==> config.mk <==
export PLATFORM = sky130hd
export DESIGN_NAME = inb_win_hold_top
export DESIGN_NICKNAME = d
export VERILOG_FILES = /design/src/rtl/inb_win_hold_pkg.sv /design/src/rtl/inb_win_match.sv /design/src/rtl/inb_gap_timer.sv /design/src/rtl/inb_hold_seq.sv /design/src/rtl/inb_win_hold_top.sv
export SDC_FILE = /design/constraint.sdc
export NUM_CORES = 1
export LEC_CHECK = 0
export ABC_AREA = 0
export CAP_MARGIN = 20
export CORE_AREA = 2 2 72 74
export CTS_CLUSTER_SIZE = 24
export DETAILED_ROUTE_END_ITERATION = 16
export DIE_AREA = 0 0 74 76
export DONT_BUFFER_PORTS = 1
export HOLD_SLACK_MARGIN = 0.15
export PLACE_DENSITY = 0.95
export SYNTH_ARGS = -nofsm -noshare
export SYNTH_HDL_FRONTEND = slang
export SYNTH_SLANG_ARGS = --single-unit
==> constraint.sdc <==
create_clock -name clk_i -period 4.9 [get_ports clk_i]
set_input_delay 0.98 -clock clk_i [delete_from_list [all_inputs] [get_ports clk_i]]
set_output_delay 0.98 -clock clk_i [all_outputs]
set_load 0.05 [all_outputs]
==> src/rtl/inb_win_hold_pkg.sv <==
package inb_win_hold_pkg;
  typedef enum logic [1:0] {
    ST_IDLE     = 2'd0,
    ST_WAIT_ACK = 2'd1,
    ST_BURST    = 2'd2,
    ST_RELEASE  = 2'd3
  } hold_state_e;
endpackage

==> src/rtl/inb_win_match.sv <==
module inb_win_match #(
  parameter int ADDR_W = 32
) (
  input  logic [ADDR_W-1:0] addr_i,
  input  logic [ADDR_W-1:0] base_i,
  input  logic [ADDR_W-1:0] mask_i,
  output logic              hit_o
);
  logic [ADDR_W-1:0] diff;

  // Bits set in the mask are don't-care; all others must agree.
  assign diff  = (addr_i ^ base_i) & ~mask_i;
  assign hit_o = (diff == '0);
endmodule

==> src/rtl/inb_gap_timer.sv <==
module inb_gap_timer #(
  parameter int CNT_W = 10
) (
  input  logic             clk_i,
  input  logic             rst_ni,
  input  logic             load_i,
  input  logic [CNT_W-1:0] load_val_i,
  output logic             busy_o
);
  logic [CNT_W-1:0] cnt_q;

  always_ff @(posedge clk_i or negedge rst_ni) begin
    if (!rst_ni) begin
      cnt_q <= '0;
    end else if (load_i) begin
      cnt_q <= load_val_i;
    end else if (cnt_q != '0) begin
      cnt_q <= cnt_q - 1'b1;
    end
  end

  assign busy_o = (cnt_q != '0);

  // the quiet interval shrinks by exactly one each cycle.
  a_r7_gap_countdown: assert property (@(posedge clk_i) disable iff (!rst_ni)
    (busy_o && !load_i) |=> (cnt_q == $past(cnt_q) - 1'b1));
endmodule

==> src/rtl/inb_hold_seq.sv <==
module inb_hold_seq
  import inb_win_hold_pkg::*;
#(
  parameter int ADDR_W    = 32,
  parameter int BURST_LEN = 8
) (
  input  logic              clk_i,
  input  logic              rst_ni,
  input  logic              accept_i,
  input  logic              hit_i,
  input  logic [ADDR_W-1:0] addr_i,
  input  logic              ack_ni,
  output logic              idle_o,
  output logic              release_o,
  output logic              hit_o,
  output logic              hold_req_no,
  output logic              drv_en_o,
  output logic              burst_start_o,
  output logic [ADDR_W-1:0] burst_addr_o
);
  localparam int BEAT_W = (BURST_LEN > 1) ? $clog2(BURST_LEN) : 1;
  localparam logic [BEAT_W-1:0] LAST_BEAT = BEAT_W'(BURST_LEN - 1);

  hold_state_e       state_q;
  logic [BEAT_W-1:0] beat_q;

  always_ff @(posedge clk_i or negedge rst_ni) begin
    if (!rst_ni) begin
      state_q       <= ST_IDLE;
      beat_q        <= '0;
      hit_o         <= 1'b0;
      hold_req_no   <= 1'b1;
      drv_en_o      <= 1'b0;
      burst_start_o <= 1'b0;
      burst_addr_o  <= '0;
    end else begin
      hit_o         <= 1'b0;
      burst_start_o <= 1'b0;
      unique case (state_q)
        ST_IDLE: begin
          if (accept_i) begin
            hit_o <= hit_i;
            if (hit_i) begin
              state_q      <= ST_WAIT_ACK;
              hold_req_no  <= 1'b0;
              burst_addr_o <= addr_i;
            end
          end
        end
        ST_WAIT_ACK: begin
          if (!ack_ni) begin
            state_q       <= ST_BURST;
            drv_en_o      <= 1'b1;
            burst_start_o <= 1'b1;
            beat_q        <= '0;
          end
        end
        ST_BURST: begin
          if (beat_q == LAST_BEAT) begin
            drv_en_o <= 1'b0;
            state_q  <= ST_RELEASE;
          end else begin
            beat_q <= beat_q + 1'b1;
          end
        end
        ST_RELEASE: begin
          hold_req_no <= 1'b1;
          state_q     <= ST_IDLE;
        end
        default: state_q <= ST_IDLE;
      endcase
    end
  end

  assign idle_o    = (state_q == ST_IDLE);
  assign release_o = (state_q == ST_RELEASE);

  // a hold request only follows an accepted hit.
  a_r3_req_after_hit: assert property (@(posedge clk_i) disable iff (!rst_ni)
    $fell(hold_req_no) |-> $past(accept_i && hit_i));
  // drivers never enable without the bus being held.
  a_r3_drive_under_hold: assert property (@(posedge clk_i) disable iff (!rst_ni)
    drv_en_o |-> !hold_req_no);
  // drivers enable only after an acknowledge was sampled.
  a_r4_ack_before_drive: assert property (@(posedge clk_i) disable iff (!rst_ni)
    $rose(drv_en_o) |-> $past(!ack_ni));
  // burst start is a single-cycle pulse.
  a_r4_start_pulse: assert property (@(posedge clk_i) disable iff (!rst_ni)
    burst_start_o |=> !burst_start_o);
  // hold is released the cycle after the drivers drop.
  a_r6_release_follows: assert property (@(posedge clk_i) disable iff (!rst_ni)
    $fell(drv_en_o) |=> $rose(hold_req_no));
endmodule

==> src/rtl/inb_win_hold_top.sv <==
module inb_win_hold_top #(
  parameter int ADDR_W      = 32,
  parameter int LAT_W       = 8,
  parameter int UNIT_CYCLES = 3,
  parameter int BURST_LEN   = 8
) (
  input  logic              clk_i,
  input  logic              rst_ni,
  input  logic [ADDR_W-1:0] win_base_i,
  input  logic [ADDR_W-1:0] win_mask_i,
  input  logic [LAT_W-1:0]  gap_units_i,
  input  logic              rq_valid_i,
  output logic              rq_ready_o,
  input  logic [ADDR_W-1:0] rq_addr_i,
  input  logic              hold_ack_ni,
  output logic              hit_o,
  output logic              hold_req_no,
  output logic              drv_en_o,
  output logic              burst_start_o,
  output logic [ADDR_W-1:0] burst_addr_o
);
  localparam int GAP_MAX = ((1 << LAT_W) - 1) * UNIT_CYCLES;
  localparam int GAP_W   = $clog2(GAP_MAX + 1);

  logic             win_hit;
  logic             seq_idle;
  logic             seq_release;
  logic             gap_busy;
  logic             accept;
  logic [GAP_W-1:0] gap_load;

  assign gap_load = GAP_W'(gap_units_i) * GAP_W'(UNIT_CYCLES);

  inb_win_match #(.ADDR_W(ADDR_W)) u_match (
    .addr_i (rq_addr_i),
    .base_i (win_base_i),
    .mask_i (win_mask_i),
    .hit_o  (win_hit)
  );

  inb_gap_timer #(.CNT_W(GAP_W)) u_gap (
    .clk_i      (clk_i),
    .rst_ni     (rst_ni),
    .load_i     (seq_release),
    .load_val_i (gap_load),
    .busy_o     (gap_busy)
  );

  inb_hold_seq #(.ADDR_W(ADDR_W), .BURST_LEN(BURST_LEN)) u_seq (
    .clk_i         (clk_i),
    .rst_ni        (rst_ni),
    .accept_i      (accept),
    .hit_i         (win_hit),
    .addr_i        (rq_addr_i),
    .ack_ni        (hold_ack_ni),
    .idle_o        (seq_idle),
    .release_o     (seq_release),
    .hit_o         (hit_o),
    .hold_req_no   (hold_req_no),
    .drv_en_o      (drv_en_o),
    .burst_start_o (burst_start_o),
    .burst_addr_o  (burst_addr_o)
  );

  assign rq_ready_o = seq_idle && !gap_busy;
  assign accept     = rq_valid_i && rq_ready_o;

  // nothing is accepted while the bus is held.
  a_r7_no_accept_held: assert property (@(posedge clk_i) disable iff (!rst_ni)
    !hold_req_no |-> !rq_ready_o);
  // a miss never produces a hit pulse or a hold request.
  a_r2_miss_quiet: assert property (@(posedge clk_i) disable iff (!rst_ni)
    (accept && !win_hit) |=> (!hit_o && hold_req_no));
endmodule

Word-level counts from Yosys, hierarchy flattened

Cells that the tools add are included.

Reduce and logical (&&, ||, !) cells: 14
$mul: 1
Shift operators: 0
Eq/ne operators: 9
Bitwise logic cells: 3
Magnitude comparators: 0
Mux-type cells: 20
Divide/modulo/power cells: 0
Add/sub/neg operators: 2

Operators with widths:

| kind                                                                    | number |
|---|---|
| 32-bit AND                                                              | 1 |
| 32-bit logical NOT                                                      | 1 |
| 32-bit inverter                                                         | 1 |
| 32-bit XOR                                                              | 1 |
| 10-bit two-way mux                                                      | 2 |
| 3-bit AND reduction                                                     | 4 |
| 8-bit by 2-bit multiplier with 10-bit output, second input constant     | 1 |
| 10-bit nonzero test                                                     | 1 |
| 10-bit by 1-bit subtractor with 10-bit output, second input constant    | 1 |
| 1-bit two-way mux                                                       | 8 |
| 2-bit two-way mux                                                       | 4 |
| 2-bit case mux with 4 select lines                                      | 1 |
| 3-bit two-way mux                                                       | 2 |
| 2-bit by 1-bit inequality test with 1-bit output, second input constant | 3 |
| 3-bit case mux with 2 select lines                                      | 1 |
| 2-bit nonzero test                                                      | 3 |
| 2-bit == test, second input constant                                    | 2 |
| 2-bit inequality test, second input constant                            | 2 |
| 1-bit case mux with 2 select lines                                      | 2 |
| 4-bit AND reduction                                                     | 1 |
| 3-bit by 1-bit adder with 3-bit output, second input constant           | 1 |
| 3-bit == test, second input constant                                    | 1 |
| 2-bit by 1-bit == test with 1-bit output, second input constant         | 1 |
| 1-bit logical AND                                                       | 2 |
| other kinds (2)                                                         | 2 |

Bits in registers: 51
Memories kept: 0
Logic and storage cells: 57
Output and inout port bits: 37
Bits in read-only memories: 0
Latch bits: 0
Input bits: 108
Bits in writable memories: 0

Logic depth before layout (Yosys ltp)

Gate-level depths: netlist of the first run.

Word-level depth: 6
Depth in mapped cells: 9
Depth with buffers taken out: 8

Modules after synthesis

A second synthesis of the first run with hierarchy kept.

Cell total of the unflattened synthesis: 283
Area total of the unflattened synthesis: 3168.0 um2

Modules (own cells, without submodules):

| module           | times used | cells an instance | area each (um2) | seq. area each (um2) |
|---|---|---|---|---|
| inb_hold_seq     | 1          | 113               | 1709.1          | 1027.2 |
| inb_gap_timer    | 1          | 73                | 686.9           | 250.2 |
| inb_win_match    | 1          | 53                | 414.1           | 0.0 |
| inb_win_hold_top | 1          | 44                | 357.8           | 0.0 |

Worst setup path before layout of the first run

No wires, ideal clock.

Path kind: input to register
Start point: in win_base_i[12]
End point: reg u_seq.burst_addr_o[0]
Cell stages on the path: 7
Required time: 4775 ps
Setup slack: 2207 ps
Library setup time: 125 ps
Data arrival time: 2568 ps
Buffers on the path: 1
Path through: xnor2_1 > o22ai_1 > nor4_1 > nand4_1 > nor3_4 > buf_6 > mux2_2

Longest elaborated chain between the ends: 4

RTL lines:

| what                                 | RTL line              | text |
|---|---|---|
| start, declared                      | inb_win_hold_top.sv:9 | `input logic [ADDR_W-1:0] win_base_i,` |
| 32-bit XOR                           | inb_win_match.sv:12   | `assign diff = (addr_i ^ base_i) & ~mask_i;` |
| 32-bit AND                           | inb_win_match.sv:12   |  |
| 32-bit logical NOT                   | inb_win_match.sv:13   | `assign hit_o = (diff == '0);` |
| 3-bit AND reduction (no source line) | --                    |  |
| end signal, assigned                 | inb_hold_seq.sv:46    | `burst_addr_o <= addr_i;` |
| end, declared                        | inb_hold_seq.sv:19    | `output logic [ADDR_W-1:0] burst_addr_o` |

Every way passes these cells.
A chain may end at the register's enable or synchronous reset.

Worst setup path in the final report of the first run

Start point: reg u_gap.cnt_q[0]
End point: out rq_ready_o

Longest elaborated chain between the ends: 3

RTL lines:

| what                   | RTL line               | text |
|---|---|---|
| start, declared        | inb_gap_timer.sv:10    | `logic [CNT_W-1:0] cnt_q;` |
| start signal, assigned | inb_gap_timer.sv:16    | `cnt_q <= load_val_i;` |
| start signal, assigned | inb_gap_timer.sv:18    | `cnt_q <= cnt_q - 1'b1;` |
| 10-bit nonzero test    | inb_gap_timer.sv:22    | `assign busy_o = (cnt_q != '0);` |
| 1-bit logical NOT      | inb_win_hold_top.sv:65 | `assign rq_ready_o = seq_idle && !gap_busy;` |
| 1-bit logical AND      | inb_win_hold_top.sv:65 |  |
| end, declared          | inb_win_hold_top.sv:13 | `output logic rq_ready_o,` |

Every way passes these cells.

==> flow_summary.toml, run 1 <==
[global_route]
track_usage = 0.283
grt-ovfl-total = 0
grt_pass1_wl_mm = 12.2
grt_pass1_vias = 2576
grt_max_degree = 52
antenna_found_initial = 0

[final_layout]
fin_area_um2 = 3380
n_antenna_cell = 0
finalNetCount = 440
area_growth_pct = 5.18
stdcell_count = 384
final_layout_size_suffix_gt1_frac = 0.153
final_util = 0.688

[synth]
syn_area_um2 = 3210
synth.avg_cell_area_um2 = 10.3
ys.flop_type = "dfrtp_1"
synth_compound_area_frac = 0.0989
synthXorXnorAreaFrac = 0.114
yosysTopAreaCellShare = 0.389
synth_fp_nets = 438
synth_top_area_cell = "dfrtp_1"
synth_simple_gate_area_frac = 0.158
ys_types = 44
synth_edf_count = 0
synth-seq-area-share = 0.397
synthCells = 311
synthTopCellsByArea = "dfrtp_1, mux2_2, xnor2_1"
ys_warn_count = 0
muxShareOfSynthArea = 0.129
ys_async_sr_fraction = 1.00
ys_ff_latch = 51
synthAdderAreaFrac = 0.0763
synth_top_family_by_area = "simple AND/OR/NAND/NOR gates"

[clock_tree]
clock_latency_ps = 310
post_cts_resized = 0
cts_made_buffers = 5
root_buffer = "clkbuf_8"
clkSlewWorstSetupHoldPaths_ps = 90
hold_buffers = 0
clock-sinks = 51
cts_tree = "yes"
cts_setup_buffers = 0
cts_buffer_depth = 2
htree_num_levels = 2

[place]
gp_congestion = 0.930
dpl.cell_count = 376
placed_area_um2 = 3260
dpl.hpwl_mm = 6.23
port_buffers = 0

[timing]
fin_crit_sh = 0.662
tightest_slew_ps = 968
rsz0062_at_grt = "no"
maxSlewViolCount = 0
relSlewSlack = 0.352
fin_setup_tns_ps = 0
setup_violations = 0
skew_ps = 6.92
finalHoldViolations = 0
period_needed_ps = 3250
fmax_mhz = 308

[power_and_ir_drop]
ir_drop_v = 0.000211
p_leak_uw = 0.00152
total_power_uw = 1360
pwr_density_cell_nw_per_um2 = 401

[floorplanning]
die_w_um = 74
dieArea_um2 = 5620
rows = 26
die_h_um = 76
io_pins = 145
core_um2 = 4910
initial_core_util = 0.654

[worst_setup_path]
crit_required_ps = 3920
slowest_stage = "nor2_1"
path_class = "reg -> out"
path_cells = "inv_1 > ha_1 > nor4b_4 > nand3_2 > nor2_1"
cp-end-kind = "primary output"
critPathLaunch = "u_gap.cnt_q[0]"
cp.arrival_ps = 2270
path_max_fanout = 7
r2r_start = "u_gap.cnt_q[0]"
slowest_delay_ps = 780
worstSetupStartpointType = "flip-flop"

[routing]
via_per_inst = 6.38
drt_wl_total_mm = 7.68
route.detailed.drc = 0
drt_iter0_markers = 148
detail-route-antenna-nets = 0
routed-via-count = 2448
dr.pass1.iters = 4
drt-wirelength-per-cell_um = 20.0

[flow_run]
drv_cap = 0

[status]
status = "complete, no violations"

[hold_path]
hp-class = "in -> async"
cells by family after synthesis:
family	count (synthesis)
xor+xnor	42
simple gates	97
flops	51
fa+ha+maj	19
mux	37
compound gates	49
buf+inv	16
layout by cell type, fill, tap and decap left out, drive strengths merged, types with 3 or more instances in the layout:
master  synthesis  routed
ha             18      18
nand2          16      16
o21ai          15      15
a21o            4       4
inv             9      10
nor4b           4       4
dfrtp          50      50
a31oi           3       3
nor2           35      35
o22ai           6       6
nand3           7       7
nor4           14      14
xnor2          39      39
nand4           3       3
a22o            3       3
nand2b          5       5
clkbuf          3       5
mux2           35      35
nor3            5       5
a21oi           6       6
xor2            3       3
o31ai           3       3
through the flow:
step	hold WS [ps]	setup WS (ps)
final	356	1650
after global routing	326	1520
after detailed placement	559	1870
after global placement	552	1950
after CTS	341	1660
after floorplan	532	2210
flip-flops by register name, summed over array words and instances, names as in the netlist:
signal,count
u_seq.hold_req_no,1
u_gap.cnt_q,10
u_seq.burst_start_o,1
u_seq.burst_addr_o,32
u_seq.drv_en_o,1
u_seq.beat_q,3
u_seq.state_q,2
u_seq.hit_o,1
synth_stat cells (3+ instances only):
cell	count
mux2_2	34
nand3_1	6
nor3_1	4
nor4_1	14
dfrtp_1	50
nand2b_1	5
o31ai_1	3
buf_6	3
nor4b_1	3
xor2_1	3
o22ai_1	6
clkbuf_1	3
nand2_1	16
inv_1	9
nor2_1	35
a21oi_1	6
ha_1	18
a21o_1	4
a31oi_1	3
nand4_1	3
a22o_1	3
o21ai_0	15
xnor2_1	39
report_power, final:
part	internal (µW)	total (µW)	switching [µW]
registers	488	569	80.7
logic	222	489	267
clock network	155	299	144
total	865	1360	491
per-layer routing:
| layer | part of all wire | up-vias | track usage |
|---|---|---|---|
| li1 | - | 1115 | - |
| met1 | 0.36 | 1199 | 0.320 |
| met2 | 0.53 | 113 | 0.495 |
| met3 | 0.076 | 21 | 0.0780 |
| met4 | 0.035 | 0 | 0.109 |
| met5 | 0 | - | 0 |
worst paths after layout:
| check | endpoint | slack, ps | cells after the start |
|---|---|---|---|
| worst max-delay path | rq_ready_o | 1650 | 5 |
| worst min-delay path | u_gap.cnt_q[1] | 360 | 0 |
| worst max register to register | u_seq.burst_addr_o[19] | 2050 | 9 |
| worst min register to register | u_seq.state_q[1] | 580 | 1 |
| max in group asynchronous | u_seq.hold_req_no | 4360 | 0 |
| min in group clk_i | u_seq.state_q[1] | 580 | 1 |
area by class of cell:
class,instances,area (µm²)
timing repair buffer,1,7.51
inverter,10,37.5
clock buffer,5,68.8
fill,355,1530
multi-input combinational,244,1850
tap,70,87.6
sequential,51,1280
clock inverter,3,47.5
worst max-delay path: cells and delay by family, from the launching register on:
family        cells  cell delay, ps
simple gates      3            1240
fa+ha+maj         1             190
buf+inv           1             140
flops             1             400
(Power assumes the default switching activity.)
==> inputs of run 2 (changes only) <==
- CORE_AREA: 2 2 72 74 -> 2 2 78 80
- DIE_AREA: 0 0 74 76 -> 0 0 80 82
- PLACE_DENSITY: 0.95 -> 0.87
- clock period: 4.9 -> 2.68 ns (I/O delays scaled with it)
==> run 2 against run 1 <==
Sequential power is 83% higher; setup slack worse by 1400 ps; first-iteration DRC count is 28% higher; routed wire length is 0.63% higher; non-clock buffer count is 7 higher; critical path depth is 4 higher; via count is 2.3% lower; largest cell class unchanged.
==> flow_summary.toml, run 2 (synthesis gave the netlist of run 1 again) <==
[place]
gp_congestion = 0.831
port_buffers = 0
placed_area_um2 = 3320
dp_slack_ps = 261
dpl.hpwl_mm = 6.16

[power_and_ir_drop]
p_leak_uw = 0.00155
total_power_uw = 2420
pwr_density_cell_nw_per_um2 = 702
ir_drop_v = 0.000420

[routing]
drt_iter0_markers = 189
route.detailed.drc = 0
routed-via-count = 2391
dr.pass1.iters = 4
via_per_inst = 6.04
detail-route-antenna-nets = 0
drt_wl_total_mm = 7.73
drt-wirelength-per-cell_um = 19.5

[worst_setup_path]
path_class = "reg -> reg"
r2r-end = "u_seq.burst_addr_o[4]"
rrSetupSlack_ps = 250
crit_required_ps = 2870
cp.arrival_ps = 2620
path_max_fanout = 33
path_cells = "inv_1 > ha_1 > nor4b_4 > nand3_2 > nor4_1 > nand3_1 > nor3_4 > buf_12 > mux2_2"
slowest_stage = "dfrtp_1"
cp-end-kind = "flip-flop"
slowest_delay_ps = 390
worstSetupStartpointType = "flip-flop"
r2r_cells = 9
r2r_start = "u_gap.cnt_q[0]"

[timing]
skew_ps = 6.27
maxSlewViolCount = 0
rsz0062_at_grt = "no"
tightest_slew_ps = 500
finalHoldViolations = 0
relSlewSlack = 0.667
fin_setup_tns_ps = 0
fin_ws_ps = 249
fin_crit_sh = 0.907
fmax_mhz = 411
setup_violations = 0
period_needed_ps = 2430

[flow_run]
drv_cap = 0

[clock_tree]
cts_tree = "yes"
cts_buffer_depth = 2
clkSlewWorstSetupHoldPaths_ps = 90
htree_num_levels = 2
cts_setup_buffers = 0
clock-sinks = 51
cts_made_buffers = 5
clock_latency_ps = 300
post_cts_resized = 0
root_buffer = "clkbuf_8"

[global_route]
grt-ovfl-total = 0
track_usage = 0.239
grt_pass1_vias = 2497
grt_max_degree = 52
grt_pass1_wl_mm = 12.1
antenna_found_initial = 0

[final_layout]
most-common-layout-cells = "dfrtp_1, xnor2_1, nor2_1"
fill_cells = 487
largest_register_ffs = 32
mostFrequentLayoutCell = "dfrtp_1"
reg_top3 = "u_seq.burst_addr_o (32), u_gap.cnt_q (10), u_seq.beat_q (3)"
top_register = "u_seq.burst_addr_o"
final_layout_size_suffix_gt1_frac = 0.165
finalNetCount = 447
fin_area_um2 = 3450
area_growth_pct = 7.32
n_antenna_cell = 0

[floorplanning]
initial_core_util = 0.559
die_w_um = 80
io_pins = 145
dieArea_um2 = 6560
core_um2 = 5750
rows = 28
die_h_um = 82

[hold_path]
hold_depth = 1
timing.hold.worst.start = "hold_ack_ni"
hp-class = "in -> reg"
hold_path_end = "u_seq.burst_start_o"

[status]
status = "complete, no violations"
## run 2: worst max-delay path by stage
stage / from / to / depth (start not counted)
2_1_floorplan: u_gap.cnt_q[0] / u_seq.burst_addr_o[0] / 9
3_3_place_gp: win_base_i[14] / u_seq.burst_addr_o[1] / 7
3_5_place_dp: u_gap.cnt_q[0] / u_seq.burst_addr_o[16] / 9
4_1_cts: u_gap.cnt_q[0] / u_seq.burst_addr_o[4] / 9
5_1_grt: u_gap.cnt_q[1] / u_seq.burst_addr_o[6] / 9
6_report: u_gap.cnt_q[0] / u_seq.burst_addr_o[4] / 9
## run 2: layout make-up
| class | count | area [µm²] | share of cell area |
|---|---|---|---|
| multi-input cells | 244 | 1850 | 0.538 |
| clock buffers | 7 | 86.3 | 0.0250 |
| inverters | 10 | 37.5 | 0.0109 |
| clock inverters | 1 | 5.00 | 0.00145 |
| flip-flops and latches | 51 | 1280 | 0.370 |
| well taps | 75 | 93.8 | 0.0272 |
| repair buffers | 8 | 95.1 | 0.0276 |
## run 2: power breakdown
group          leakage (µW)  internal, µW  switching, µW
clock             0.0000482           209            250
combinational      0.000826           418            499
sequential         0.000675           893            151
## run 2: worst max-delay path, delay by kind of cell, from the launching register on
kind | cells | cell delay, ps
AND/OR/NAND/NOR | 5 | 990
flip-flops | 1 | 390
adder cells (fa/ha/maj) | 1 | 190
buffers and inverters | 2 | 370
multiplexers | 1 | 360
## run 2: per-layer routing
layer	share of wire	global-route usage	vias up
met5	0	0	-
met4	0.015	0.0695	0
met3	0.079	0.0659	14
met2	0.54	0.436	106
met1	0.37	0.275	1138
li1	-	-	1133
## run 2: through the flow
stage | hold slack (ps) | util | instances
after global routing | 278 | 0.600 | 396
after detailed placement | 241 | 0.578 | 386
after global placement | 242 | 0.578 | 386
after CTS | 283 | 0.600 | 396
final | 288 | 0.600 | 396
after floorplan | 240 | - | 311
## run 2: what timing repair did
item | in CTS | in global routing
hold buffers | 2 | 0
endpoints found under the hold margin | 51 | 0
endpoints found under the setup margin | 0 | 0
